===== config.mk =====
export PLATFORM = sky130hd
export DESIGN_NAME = swclean_ctrl
export DESIGN_NICKNAME = d
export VERILOG_FILES = /design/src/rtl/swclean_ctrl.sv
export SDC_FILE = /design/constraint.sdc
export NUM_CORES = 1
export LEC_CHECK = 0
export ABC_AREA = 0
export BUFFER_PORTS_ARGS = -buffer_cell sky130_fd_sc_hd__buf_2
export CORE_ASPECT_RATIO = 1.4
export CORE_MARGIN = 8
export CORE_UTILIZATION = 30
export DETAILED_ROUTE_END_ITERATION = 16
export HOLD_SLACK_MARGIN = 0.1
export MAX_ROUTING_LAYER = met4
export PLACE_DENSITY_LB_ADDON = 0.2
export SETUP_SLACK_MARGIN = 0.4
export SLEW_MARGIN = 10
export SYNTH_ARGS = -nofsm -noshare
export SYNTH_HDL_FRONTEND = slang
export SYNTH_SLANG_ARGS = --single-unit

===== constraint.sdc =====
create_clock -name clk -period 2.2 [get_ports clk]
set_input_delay 0.22 -clock clk [delete_from_list [all_inputs] [get_ports clk]]
set_output_delay 0.22 -clock clk [all_outputs]
set_load 0.1 [all_outputs]

===== src/rtl/swclean_ctrl.sv =====
module swclean_ctrl #(
  parameter int WAYS       = 4,
  parameter int LINE_BYTES = 64,
  parameter int SETS       = 128,
  parameter int TAG_W      = 24,
  parameter int LEVEL_IMPL = 0,
  localparam int A  = $clog2(WAYS),
  localparam int L  = $clog2(LINE_BYTES),
  localparam int S  = $clog2(SETS),
  localparam int AW = TAG_W + S + L
) (
  input  logic             clk,
  input  logic             rst_n,
  input  logic             req_valid,
  input  logic [63:0]      req_operand,
  input  logic [1:0]       req_el,
  input  logic             el2_enabled,
  input  logic             el3_present,
  input  logic             hyp_sw_trap,
  input  logic             hyp_fg_trap,
  input  logic             mon_fgt_en,
  output logic             busy,
  output logic             done,
  output logic             res_trap,
  output logic             res_undef,
  output logic [5:0]       res_ec,
  output logic             arr_rd_en,
  output logic [S-1:0]     arr_set,
  output logic [A-1:0]     arr_way,
  input  logic [TAG_W-1:0] arr_rd_tag,
  input  logic             arr_rd_valid,
  input  logic             arr_rd_dirty,
  output logic             arr_clr_dirty,
  output logic             wb_valid,
  output logic [AW-1:0]    wb_addr,
  input  logic             wb_ready
);

  typedef enum logic [2:0] {
    ST_IDLE, ST_DECODE, ST_READ, ST_WB, ST_UPD, ST_DONE
  } state_t;

  state_t           st;
  logic [A-1:0]     way_q;
  logic [S-1:0]     set_q;
  logic [2:0]       lvl_q;
  logic [1:0]       el_q;
  logic             e2_q, e3_q, sw_q, fg_q, fgt_q;
  logic [TAG_W-1:0] tag_q;
  logic             trap_q, undef_q;

  wire unused_bits = ^{req_operand[63:32], req_operand[31-A:L+S],
                       req_operand[L-1:4], req_operand[0]};

  wire trap_hit  = (el_q == 2'd1) && e2_q && (sw_q || (fg_q && (!e3_q || fgt_q)));
  wire undef_hit = (el_q == 2'd0);
  wire in_range  = (lvl_q == 3'(LEVEL_IMPL)) && (int'(way_q) < WAYS) &&
                   (int'(set_q) < SETS);

  always_ff @(posedge clk or negedge rst_n) begin
    if (!rst_n) begin
      st      <= ST_IDLE;
      way_q   <= '0;
      set_q   <= '0;
      lvl_q   <= '0;
      el_q    <= '0;
      e2_q    <= 1'b0;
      e3_q    <= 1'b0;
      sw_q    <= 1'b0;
      fg_q    <= 1'b0;
      fgt_q   <= 1'b0;
      tag_q   <= '0;
      trap_q  <= 1'b0;
      undef_q <= 1'b0;
    end else begin
      case (st)
        ST_IDLE: if (req_valid) begin
          way_q   <= req_operand[31 -: A];
          set_q   <= req_operand[L +: S];
          lvl_q   <= req_operand[3:1];
          el_q    <= req_el;
          e2_q    <= el2_enabled;
          e3_q    <= el3_present;
          sw_q    <= hyp_sw_trap;
          fg_q    <= hyp_fg_trap;
          fgt_q   <= mon_fgt_en;
          trap_q  <= 1'b0;
          undef_q <= 1'b0;
          st      <= ST_DECODE;
        end
        ST_DECODE: begin
          trap_q  <= trap_hit;
          undef_q <= undef_hit;
          st      <= (trap_hit || undef_hit || !in_range) ? ST_DONE : ST_READ;
        end
        ST_READ: begin
          tag_q <= arr_rd_tag;
          st    <= (arr_rd_valid && arr_rd_dirty) ? ST_WB : ST_DONE;
        end
        ST_WB:   if (wb_ready) st <= ST_UPD;
        ST_UPD:  st <= ST_DONE;
        ST_DONE: st <= ST_IDLE;
        default: st <= ST_IDLE;
      endcase
    end
  end

  assign busy          = (st != ST_IDLE);
  assign done          = (st == ST_DONE);
  assign res_trap      = done && trap_q;
  assign res_undef     = done && undef_q;
  assign res_ec        = res_trap ? 6'h18 : 6'h00;
  assign arr_rd_en     = (st == ST_READ);
  assign arr_set       = set_q;
  assign arr_way       = way_q;
  assign arr_clr_dirty = (st == ST_UPD);
  assign wb_valid      = (st == ST_WB);
  assign wb_addr       = {tag_q, set_q, {L{1'b0}}};

  p_done_pulse_r10: assert property (@(posedge clk) disable iff (!rst_n)
    done |=> !done);

  p_busy_hold_r10: assert property (@(posedge clk) disable iff (!rst_n)
    (busy && !done) |=> busy);

  p_wb_hold_r8: assert property (@(posedge clk) disable iff (!rst_n)
    (wb_valid && !wb_ready) |=> (wb_valid && $stable(wb_addr)));

  p_clr_after_wb_r8: assert property (@(posedge clk) disable iff (!rst_n)
    arr_clr_dirty |-> $past(wb_valid && wb_ready));

  p_read_in_range_r4: assert property (@(posedge clk) disable iff (!rst_n)
    arr_rd_en |-> ((int'(arr_way) < WAYS) && (int'(arr_set) < SETS)));

  p_trap_quiet_r5: assert property (@(posedge clk) disable iff (!rst_n)
    (res_trap || res_undef) |-> !$past(arr_rd_en));

endmodule


==> results of run 1 <==
layer usage:
metal | share of wire | vias up | routed length (um) | GRT usage
met4 | 0.013 | 0 | 63 | 0.0346
met2 | 0.55 | 48 | 2660 | 0.188
met5 | 0 | - | 0 | -
li1 | - | 689 | - | -
met1 | 0.38 | 696 | 1810 | 0.0973
met3 | 0.058 | 6 | 278 | 0.0280
worst reg2reg max path, cell delays in order (launching register included):
cell and delay (ps):
sky130_fd_sc_hd__dfrtp_2 450, sky130_fd_sc_hd__or3_2 530, sky130_fd_sc_hd__nor2_2 150, sky130_fd_sc_hd__buf_12 190, sky130_fd_sc_hd__mux2_2 350
cells by family (layout without fill, tap and decap cells):
| kind of cell | Yosys count | in the layout | share of synthesized area |
|---|---|---|---|
| other cells | 1 | 10 | 0.00181 |
| mux | 43 | 43 | 0.234 |
| flops | 48 | 48 | 0.579 |
| buf+inv | 27 | 113 | 0.0863 |
| simple gates | 24 | 24 | 0.0634 |
| compound gates | 10 | 10 | 0.0356 |
worst paths after layout:
kind	start	endpoint	slack, ps	cells past startpoint
min in group asynchronous	rst_n	tag_q[11]	470	2
max reg2reg	st[0]	arr_set[4]	430	4
min	req_operand[9]	arr_set[3]	140	2
max in group asynchronous	rst_n	st[0]	980	3
min reg2reg	tag_q[13]	tag_q[13]	510	1
max	st[2]	arr_rd_en	410	4
stage by stage:
stage	instances	setup slack [ps]	TNS, ps	cell area [um2]	utilization
global route	343	346	0	2780	0.406
finish	343	414	0	2780	0.406
global placement	332	385	0	2620	0.382
CTS	343	318	0	2750	0.401
detailed placement	332	379	0	2620	0.382
floorplan	162	-163	-397	2170	-
sequential cells by signal, indices dropped and copies added (netlist names):
| register | count |
|---|---|
| e2_q | 1 |
| el_q | 2 |
| sw_q | 1 |
| tag_q | 24 |
| arr_way | 2 |
| e3_q | 1 |
| lvl_q | 3 |
| st | 3 |
| trap_q | 1 |
| undef_q | 1 |
| fgt_q | 1 |
| arr_set | 7 |
| fg_q | 1 |
repair_timing:
item	CTS	global route
endpoints found under the setup margin	26	28
hold buffers	1	0
resized for setup	4	14
endpoints found under the hold margin	26	0
setup buffers	2	0
pin swaps	0	0
area by class of cell:
| type | count | area share |
|---|---|---|
| Clock buffer | 7 | 0.0311 |
| Clock inverter | 1 | 0.00270 |
| Inverter | 2 | 0.00270 |
| Multi-Input combinational cell | 87 | 0.273 |
| Sequential cell | 48 | 0.433 |
| Tap cell | 95 | 0.0428 |
| Timing Repair Buffer | 103 | 0.215 |
placed cells by master (no fill, tap or decap), types with 2 or more instances in the layout:
cell type / count
sky130_fd_sc_hd__o22ai_1: 2
sky130_fd_sc_hd__nand2_1: 4
sky130_fd_sc_hd__conb_1: 10
sky130_fd_sc_hd__buf_4: 6
sky130_fd_sc_hd__clkbuf_4: 2
sky130_fd_sc_hd__nor2_2: 3
sky130_fd_sc_hd__clkbuf_8: 6
sky130_fd_sc_hd__dfrtp_2: 2
sky130_fd_sc_hd__dfrtp_1: 46
sky130_fd_sc_hd__buf_2: 89
sky130_fd_sc_hd__nand2b_1: 3
sky130_fd_sc_hd__a31oi_1: 2
sky130_fd_sc_hd__nor2_1: 3
sky130_fd_sc_hd__buf_6: 2
sky130_fd_sc_hd__mux2_2: 42
sky130_fd_sc_hd__buf_12: 3
==> impl.org, run 1 <==
** Final layout
- In the final layout, the multi-input gates occupy 758 um2.
- In the final layout, the share of cells above drive strength 1 is 0.665.
- Net count of the finished layout :: 348
- Antenna diode instance count :: 0
- Number of fill cells in the layout :: 701
- Compared with the post-synthesis result, the final layout area differs by 34.1%.
- Registers take 1200 um2.

** Setup path
- WS Path Type :: register to output port
- On the worst path, the slowest cell contributes a delay of ~460 ps.
- The kind of cell with the highest combined delay along the critical path is flip-flops.
- Among the stages of the critical path, the cell type that occurs most often is sky130_fd_sc_hd__buf_12.
- The critical path contains buffers and inverters numbering 2 combined.
- Walking the worst path, the cells encountered are nand2b_2 > nor2_2 > buf_12 > buf_12.
- Maximum fanout encountered on the critical timing path :: 25
- The slowest stage of the critical path is the sky130_fd_sc_hd__dfrtp_1 cell.
- Data on the critical path is required at its endpoint by a little under 2000 ps.
- Critical Path AT :: ~1600 ps
- Kind of capture point of the worst setup path :: output port
- The worst setup path is launched from a register.

** Floorplan
- In this run the horizontal extent of the chip is approximately 86 um.
- Starting density of the core :: 0.303
- Core area :: approximately 6800 um2
- Placement Rows :: 36
- The die is 114 um tall.
- 160 I/O pins were placed.
- The floorplan step defined a die boundary enclosing 9860 um2.

** Synth
- Each instance of the synthesized netlist takes up on average 13.6 um2.
- Library cell with the highest instance count after synthesis :: sky130_fd_sc_hd__dfrtp_1
- Of the post-synthesis cell area, the dominant cell type holds 0.579.
- Total of flip-flops plus latches after synthesis :: 48
- The Yosys step of the flow raised 0 warnings.
- Top cells by instance count after synthesis :: 48 x sky130_fd_sc_hd__dfrtp_1, 42 x sky130_fd_sc_hd__mux2_2, 19 x sky130_fd_sc_hd__buf_4
- In the synthesized netlist the async set-or-reset flop fraction comes to 1.00.
- Counting every instance in the synthesized netlist gives 153.
- The largest total area in the synthesized netlist belongs to sky130_fd_sc_hd__dfrtp_1.
- In the synthesized netlist the dominant register cell turns out to be sky130_fd_sc_hd__dfrtp_1.
- Synth cell types :: 28
- Of the synthesized area, sequential elements account for 0.579.
- In the post-synthesis netlist, the biggest area contributors are sky130_fd_sc_hd__dfrtp_1 58%, sky130_fd_sc_hd__mux2_2 23%, sky130_fd_sc_hd__buf_4 6.9%, sky130_fd_sc_hd__nand2b_1 1.2%, sky130_fd_sc_hd__nor2_1 1.1%.
- In this run, synthesis inferred 0 flip-flops with an integrated enable.
- Mapped cell area :: slightly above 2000 um2

** GRT
- Initial antenna violation count :: 0
- The number of global-route vias before repair is 1621.
- Overflow left after global routing :: 0
- The first global-routing pass estimated 7690 um of wire.
- In the global route stage, overall resource usage came out at 0.101.
- Entering global routing, the biggest net connects 28 pins.

** STA
- Dividing the final minimum period by the clock period gives 0.812.
- Final hold analysis gives a worst-case slack of 143 ps.
- Setup violations remaining at the end of the flow were counted as 0.
- The worst path in the final design needs a cycle of 1790 ps, including I/O delays and setup.
- Max-slew headroom :: 0.599
- Unrepaired setup endpoints after global routing :: true
- Final number of max-transition violations :: 0
- Maximum operating frequency :: around 560 MHz
- Final Hold Vio Count :: 0
- Between clock sinks in the finished design, the worst skew comes to a little over 8 ps.
- Slew at the pin closest to its max-slew limit :: 601 ps

** Hold path
- The worst hold path belongs to the class input port to register.

** Placed design
- Number of port buffers :: 97
- Final Wtd Congestion :: 0.712
- Detailed placement finished with a half-perimeter wire length of 3830 um.

** Clock network
- The clock net in this run drives a total of 48 sinks.
- The clock passes through at most 2 buffers.
- CTS built an H-tree with a depth of 2.
- Clock latency on the worst-skew pair, taken at its later pin, is 300 ps.
- Clock tree synthesis selected as its root buffer the cell sky130_fd_sc_hd__clkbuf_8.
- Number of buffers added by the clock tree synthesis step :: 5
- Clock tree from TritonCTS :: done
- After clock tree synthesis, the clock-pin slew on the worst setup and hold paths is 80 ps.

** Detailed routing
- DR DRC count :: 0
- For this block, the via count after detailed routing is 1439.
- For this run, the detailed router's first-pass iteration total came to 4.
- The detailed router finished its first iteration with 27 violations.
- Average wire per cell in the routed design :: 14.0 um
- Average vias per placed instance :: about 4.2
- Summed over all layers, the routed wires come to 4810 um.
- The detail route stage leaves a number of antenna-violating nets equal to 0.

** Status
- The run finished with clean final reports.

** Flow run
- Max capacitance violation total :: 0
Power of run 1 is not shown: default switching activity piles up to over one toggle a cycle in this logic, so the estimate is an artifact.
==> run 2: changes to the inputs <==
- clock period: 2.2 -> 1.8 ns (I/O delays scaled with it)
==> run 2 against run 1 <==
Clock-buffer cell count unchanged. First-iteration DRC count up 30%. Non-clock buffer count up 61. Worst hold slack worse by 26 ps. Critical path depth up 1. Critical endpoint is now arr_set[6].
==> impl.org, run 2 (synthesis gave the netlist of run 1 again) <==
** Status
- Run status :: complete, no violations

** Clock network
- The register clock-pin slew on the reported worst setup and hold paths was 90 ps (about the same).
- Maximum clock insertion buffer count :: 2 (unchanged)
- TritonCTS built the clock tree.
- CTS placed an instance of sky130_fd_sc_hd__clkbuf_8 at the clock tree root.
- Clock Latency Late Sink :: 300 ps (about the same)
- The CTS buffer count came to 5 (unchanged).
- The H-tree level count is 2 (unchanged).
- Number of sinks driven by the clock tree :: 48 (unchanged)

** Final layout
- The area growth from synthesis to layout is 84.0%.
- Leaving out fill and tap cells, the most frequent cells in the layout are 88 x sky130_fd_sc_hd__buf_2, 43 x sky130_fd_sc_hd__mux2_4, 41 x sky130_fd_sc_hd__dfrtp_1, 41 x sky130_fd_sc_hd__dlygate4sd3_1, 11 x sky130_fd_sc_hd__buf_12.
- Net count of the finished layout :: 409 (+18%)
- Final core utilization :: 0.557 (+0.151)
- Largest register by flop count :: tag_q
- The post-route cell area came to 3810 um2 (+37%).
- Antenna diode instance count :: 0 (unchanged)
- The number of flip-flops in the largest register came to 24 (unchanged).
- Most frequent standard cell in the layout excluding fill and tap cells :: sky130_fd_sc_hd__buf_2
- Fraction of final layout cells with drive strength greater than 1 :: 0.641 (-0.0245)

** Floorplan
- Die span in y :: 114 um (unchanged)
- The core region area was 6850 um2 (unchanged).
- Starting density of the core :: 0.303 (unchanged)
- Placement Rows :: 36 (unchanged)
- The die outline width came to 86.3 um (unchanged).
- Total I/O pin count :: 160 (unchanged)
- Die footprint :: 9860 um2 (unchanged)

** STA
- The count of endpoints failing setup in the final report is 0 (unchanged).
- The transition time at the pin with the least slew margin came to 541 ps (-60.3 ps).
- Maximum clock skew at final layout :: 6.07 ps (-1.99 ps)
- Dividing the final minimum period by the clock period gives 0.957.
- Max-slew headroom :: 0.640 (+0.0402)
- Setup repair after global routing could not meet its margin everywhere.
- Min Hold Slack :: 117 ps (-26.3 ps)
- Derived from the worst setup path, the maximum achievable clock frequency is 581 MHz.
- Final worst path period need :: 1720 ps
- Worst Slack Setup Final :: 77.8 ps (-336 ps)
- Final number of max-transition violations :: 0 (unchanged)
- Final Hold Vio Count :: 0 (unchanged)

** Detailed routing
- The number of detailed-routing iterations run before antenna repair came to 3 (-1).
- The wire length reported by the detailed router came to 6280 um (+31%).
- The DRC violation total after the first TritonRoute iteration was 35 (+30%).
- Detail Route Antenna Nets :: 0 (unchanged)
- The count of unresolved DRC violations after routing came to 0 (unchanged).
- The number of vias in the routed layout is 1752 (+22%).
- The detail-routed via count per cell came to 4.34 (+3.4%).
- Average wire per cell in the routed design :: 15.5 um (+11%)

** Setup path
- On the critical path, the stage with the largest delay is an instance of sky130_fd_sc_hd__dfrtp_1.
- The arrival time reported for the critical path endpoint came to 1910 ps (+340 ps).
- The worst setup path is launched from a register.
- The critical path in this run is classified as register to register.
- Dominant delay contributor by cell family on the critical path :: simple AND/OR/NAND/NOR gates
- CP Cell Sequence :: buf_4 > or3_4 > nor2_4 > clkbuf_16 > mux2_4
- The largest stage delay on the critical path was 400 ps (-60 ps).
- Total buffers and inverters traversed by the critical path :: 2 (unchanged)
- The worst setup path is captured at a register.
- The worst endpoint required time came to 1990 ps (about the same).
- Maximum fanout encountered on the critical timing path :: 7 (-72%)

** GRT
- Met1 layer usage reported by global route :: 0.125 (+0.0281)
- The wire length of the first global-routing pass came to 9480 um (+23%).
- The layer flagged by global routing as most heavily used is met2.
- The leftover overflow at the end of global routing came to 0 (unchanged).
- The routing usage on met2 came to 0.228 (+0.0397).
- The number of antenna violations at the first check in global routing was 0 (unchanged).
- The number of global-route vias before repair came to 1952 (+20%).
- Global router's overall resource usage :: 0.126 (+0.0247)
- The maximum number of pins on one net before global-route repair is 27 (-3.6%).
- M3 GR Usage :: 0.0330 (+0.00503)

** Placed design
- The number of I/O port buffers was 97 (unchanged).
- The instance area at placement was 2760 um2 (+5.2%).
- Final Wtd Congestion :: 0.723 (+1.5%)
- Pre-CTS setup slack :: 94.5 ps (-284 ps)
- Dpl hpwl :: 3880 um (+1.2%)

** Hold path
- The worst hold path belongs to the class input port to register.

** Flow run
- Max capacitance violation total :: 0 (unchanged)
==> run 2: cell count changes in the layout (fill, tap and decap cells not counted), moves of 3 or more <==
cell | before | now
sky130_fd_sc_hd__mux2_4 | 0 | 43
sky130_fd_sc_hd__mux2_2 | 42 | 0
sky130_fd_sc_hd__dlygate4sd3_1 | 1 | 41
sky130_fd_sc_hd__buf_12 | 3 | 11
sky130_fd_sc_hd__buf_6 | 2 | 8
sky130_fd_sc_hd__dfrtp_1 | 46 | 41
sky130_fd_sc_hd__dfrtp_2 | 2 | 7
sky130_fd_sc_hd__buf_8 | 0 | 4
sky130_fd_sc_hd__buf_4 | 6 | 9
sky130_fd_sc_hd__nor2_2 | 3 | 0
sky130_fd_sc_hd__nor2_4 | 0 | 3
==> run 2: cell type report <==
| cell class | count | area [um2] |
|---|---|---|
| Timing Repair Buffer | 164 | 1370 |
| Inverter | 2 | 10.0 |
| Clock buffer | 7 | 96.3 |
| Sequential cell | 48 | 1210 |
| Fill cell | 596 | 3030 |
| Tap cell | 95 | 119 |
| Clock inverter | 1 | 30.0 |
| Multi-Input combinational cell | 87 | 981 |
==> run 2: worst register-to-register path: stages (launching register included) <==
cell,delay [ps]
sky130_fd_sc_hd__dfrtp_1,400
sky130_fd_sc_hd__buf_4,140
sky130_fd_sc_hd__or3_4,340
sky130_fd_sc_hd__nor2_4,230
sky130_fd_sc_hd__clkbuf_16,210
sky130_fd_sc_hd__mux2_4,300
==> run 2: path summary, 6_finish.rpt <==
kind | startpoint | to | slack [ps] | cells past startpoint
worst min register to register | arr_way[0] | arr_way[0] | 510 | 1
max in group asynchronous | rst_n | arr_set[3] | 860 | 3
worst min-delay path | arr_rd_tag[16] | tag_q[16] | 120 | 2
worst max-delay path | st[0] | arr_set[6] | 80 | 5
min in group asynchronous | rst_n | tag_q[10] | 380 | 2
worst max register to register | st[0] | arr_set[6] | 80 | 5
==> run 2: per-stage QoR <==
| step | TNS [ps] | cells |
|---|---|---|
| global placement | 0 | 337 |
| detailed placement | 0 | 337 |
| finish | 0 | 404 |
| CTS | 0 | 397 |
| global route | 0 | 404 |
| floorplan | -9600 | 162 |
==> run 2: what timing repair did <==
| item | 4_1_cts | 5_1_grt |
|---|---|---|
| cloned | 2 | 1 |
| hold buffers | 41 | 0 |
| resized for setup | 47 | 40 |
| endpoints found under the setup margin | 55 | 56 |
| hold endpoints to repair | 62 | 0 |
| buffers inserted | 9 | 6 |
| pin swaps | 4 | 7 |
==> run 2: metal layers <==
layer / wire, um / vias to the layer above
met5: 0 / -
met4: 106 / 0
met3: 278 / 7
met2: 3560 / 47
met1: 2340 / 885
li1: - / 813
Power of run 2 is left out for the same reason.
==> run 3: changes to the inputs <==
- GPL_TIMING_DRIVEN: default -> 0
- SKIP_CTS_REPAIR_TIMING: default -> 1
==> run 3 against run 2 <==
Utilization down 2.9 points. Sequential share of layout area up 1.8 points. Routed wire length shrank 8.7%. Clock-buffer cell count decreased by 1. Final cell count fell by 3.0%. Design area is 5.2% lower. Non-clock buffer count shrank 12.
==> impl.org, run 3 (synthesis gave the netlist of run 1 again) <==
** STA
- Maximum operating frequency :: 563 MHz (-3.0%)
- The final-report hold violation count was 0 (unchanged).
- The transition time at the pin with the least slew margin came to 605 ps (+64.3 ps).
- Max-slew headroom :: 0.597 (-0.0429)
- Final period utilization :: 0.986 (+0.0295)
- Unrepaired setup endpoints after global routing :: true
- The post-route clock skew was 5.02 ps (-1.05 ps).
- Final worst path period need :: 1780 ps (+53.2 ps)
- Final number of max-transition violations :: 0 (unchanged)
- The count of endpoints failing setup in the final report is 0 (unchanged).

** Detailed routing
- The DRC violation total after the first TritonRoute iteration was 45 (+29%).
- The wire length reported by the detailed router came to 5730 um (-8.7%).
- The antenna violation net count after detailed routing is 0 (unchanged).
- Overall via count from detail_route :: 1674 (-4.5%)
- DR DRC count :: 0 (unchanged)
- The mean routed wirelength per cell was 14.6 um (-5.9%).
- The detail-routed via count per cell is 4.27 (-1.5%).
- Number of optimization iterations in the first detailed-route pass :: 2 (-1)

** Final layout
- The share of layout cells above drive strength 1 is 0.731 (+0.0899).
- Leaving out fill and tap cells, the most frequent cells in the layout are 83 x sky130_fd_sc_hd__buf_2, 41 x sky130_fd_sc_hd__mux2_4, 39 x sky130_fd_sc_hd__dfrtp_1.
- Number of fill cells in the layout :: 636 (+6.7%)
- The area taken by multi-input logic gates was 975 um2 (-0.64%).
- Most frequent standard cell in the layout excluding fill and tap cells :: sky130_fd_sc_hd__buf_2
- More flip-flops sit in one register than any other, and that register is tag_q.
- The final antenna diode count is 0 (unchanged).
- The post-route cell area came to 3610 um2 (-5.2%).
- Sequential cell area :: 1210 um2 (+0.21%)
- Layout-stage area growth over the synthesis result :: 74.4%
- Flip-flop count of the largest register after layout :: 24 (unchanged)
- Net count of the finished layout :: 397 (-2.9%)

** Floorplan
- Width of the die :: 86.3 um (unchanged)
- The count of boundary I/O pins came to 160 (unchanged).
- The y dimension of the die is 114 um (unchanged).
- The row count came to 36 (unchanged).
- Starting density of the core :: 0.303 (unchanged)
- The core region area was 6850 um2 (unchanged).
- Die footprint :: 9860 um2 (unchanged)

** Setup path
- Nature of the critical path startpoint :: register
- Kind of capture point of the worst setup path :: register
- Number of cell instances on the worst register-to-register path :: 6 (+1)
- Flop-to-flop setup slack :: 20 ps (-50 ps)
- WS Path Type :: register to register
- The endpoint identified for the worst register-to-register timing path is fg_q.
- The worst register-to-register path begins at st[1].
- Crit path required time :: 1990 ps (about the same)
- The arrival time reported for the critical path endpoint came to 1960 ps (+50 ps).
- Maximum fanout encountered on the critical timing path :: 7 (unchanged)

** Clock network
- Clock tree from TritonCTS :: done
- Number of buffers added by the clock tree synthesis step :: 5 (unchanged)
- The H-tree level count is 2 (unchanged).
- The maximum number of buffers from clock root to sink was 2 (unchanged).
- The register clock-pin slew on the reported worst setup and hold paths is 90 ps (about the same).
- Clock Latency Late Sink :: 290 ps (about the same)
- Number of sinks driven by the clock tree :: 48 (unchanged)
- In this run the clock root is driven by a sky130_fd_sc_hd__clkbuf_8.

** Placed design
- Final Wtd Congestion :: 0.727 (+0.61%)
- The instance area at placement is 2790 um2 (+1.2%).
- Number of port buffers :: 97 (unchanged)
- Dpl hpwl :: 3940 um (+1.7%)

** Flow run
- Max capacitance violation total :: 0 (unchanged)

** GRT
- The wire length of the first global-routing pass is 7890 um (-17%).
- The maximum number of pins on one net before global-route repair is 49 (+81%).
- The number of global-route vias before repair came to 1597 (-18%).
- Initial antenna violation count :: 0 (unchanged)
- The total global-route track usage came to 0.104 (-0.0222).
- The leftover overflow at the end of global routing is 0 (unchanged).

** Hold path
- The min-delay analysis places its worst path in the category input port to register.
- The worst hold path terminates at tag_q[6].
- Worst Hold Path Cells :: 2 (unchanged)
- Startpoint of the worst hold path :: arr_rd_tag[6]

** Status
- Run status :: complete, no violations
## run 3: worst max path at each step
| stage | start | endpoint | slack (ps) | cells after the start |
|---|---|---|---|---|
| after floorplan | st[1] | res_ec[3] | -520 | 4 |
| after global placement | st[2] | arr_rd_en | -340 | 4 |
| after detailed placement | st[2] | tag_q[11] | -340 | 4 |
| after CTS | st[2] | arr_rd_en | -670 | 4 |
| after global routing | st[1] | sw_q | -30 | 6 |
| final | st[1] | fg_q | 20 | 6 |
## run 3: critical path: stages, from the launching register on
cell and delay (ps):
sky130_fd_sc_hd__dfrtp_1 390, sky130_fd_sc_hd__buf_8 140, sky130_fd_sc_hd__or3_4 410, sky130_fd_sc_hd__nor2_4 150, sky130_fd_sc_hd__buf_6 140, sky130_fd_sc_hd__clkbuf_16 140
sky130_fd_sc_hd__mux2_4 290
## run 3: final cells by class
type / count / share of cell area
Buffer: 25 / 0.0706
Clock buffer: 6 / 0.0201
Clock inverter: 2 / 0.00969
Inverter: 2 / 0.00277
Multi-Input combinational cell: 87 / 0.270
Sequential cell: 48 / 0.335
Tap cell: 95 / 0.0329
Timing Repair Buffer: 127 / 0.259
## run 3: metal layers
metal / up-vias / track usage / part of all wire
li1: 783 / - / -
met1: 840 / 0.101 / 0.38
met2: 45 / 0.189 / 0.56
met3: 6 / 0.0316 / 0.049
met4: 0 / 0.0346 / 0.013
met5: - / - / 0
## run 3: metrics by stage
stage | setup slack, ps | hold WS [ps] | utilization | std cells | TNS (ps)
2_1_floorplan | -523 | -116 | - | 162 | -9600
3_3_place_gp | -344 | 403 | 0.407 | 354 | -9260
3_5_place_dp | -340 | 406 | 0.407 | 354 | -9360
4_1_cts | -667 | 92.5 | 0.423 | 362 | -10500
5_1_grt | -29.2 | 96.4 | 0.528 | 392 | -255
6_report | 24.6 | 115 | 0.528 | 392 | 0
Power of run 3 is left out for the same reason.
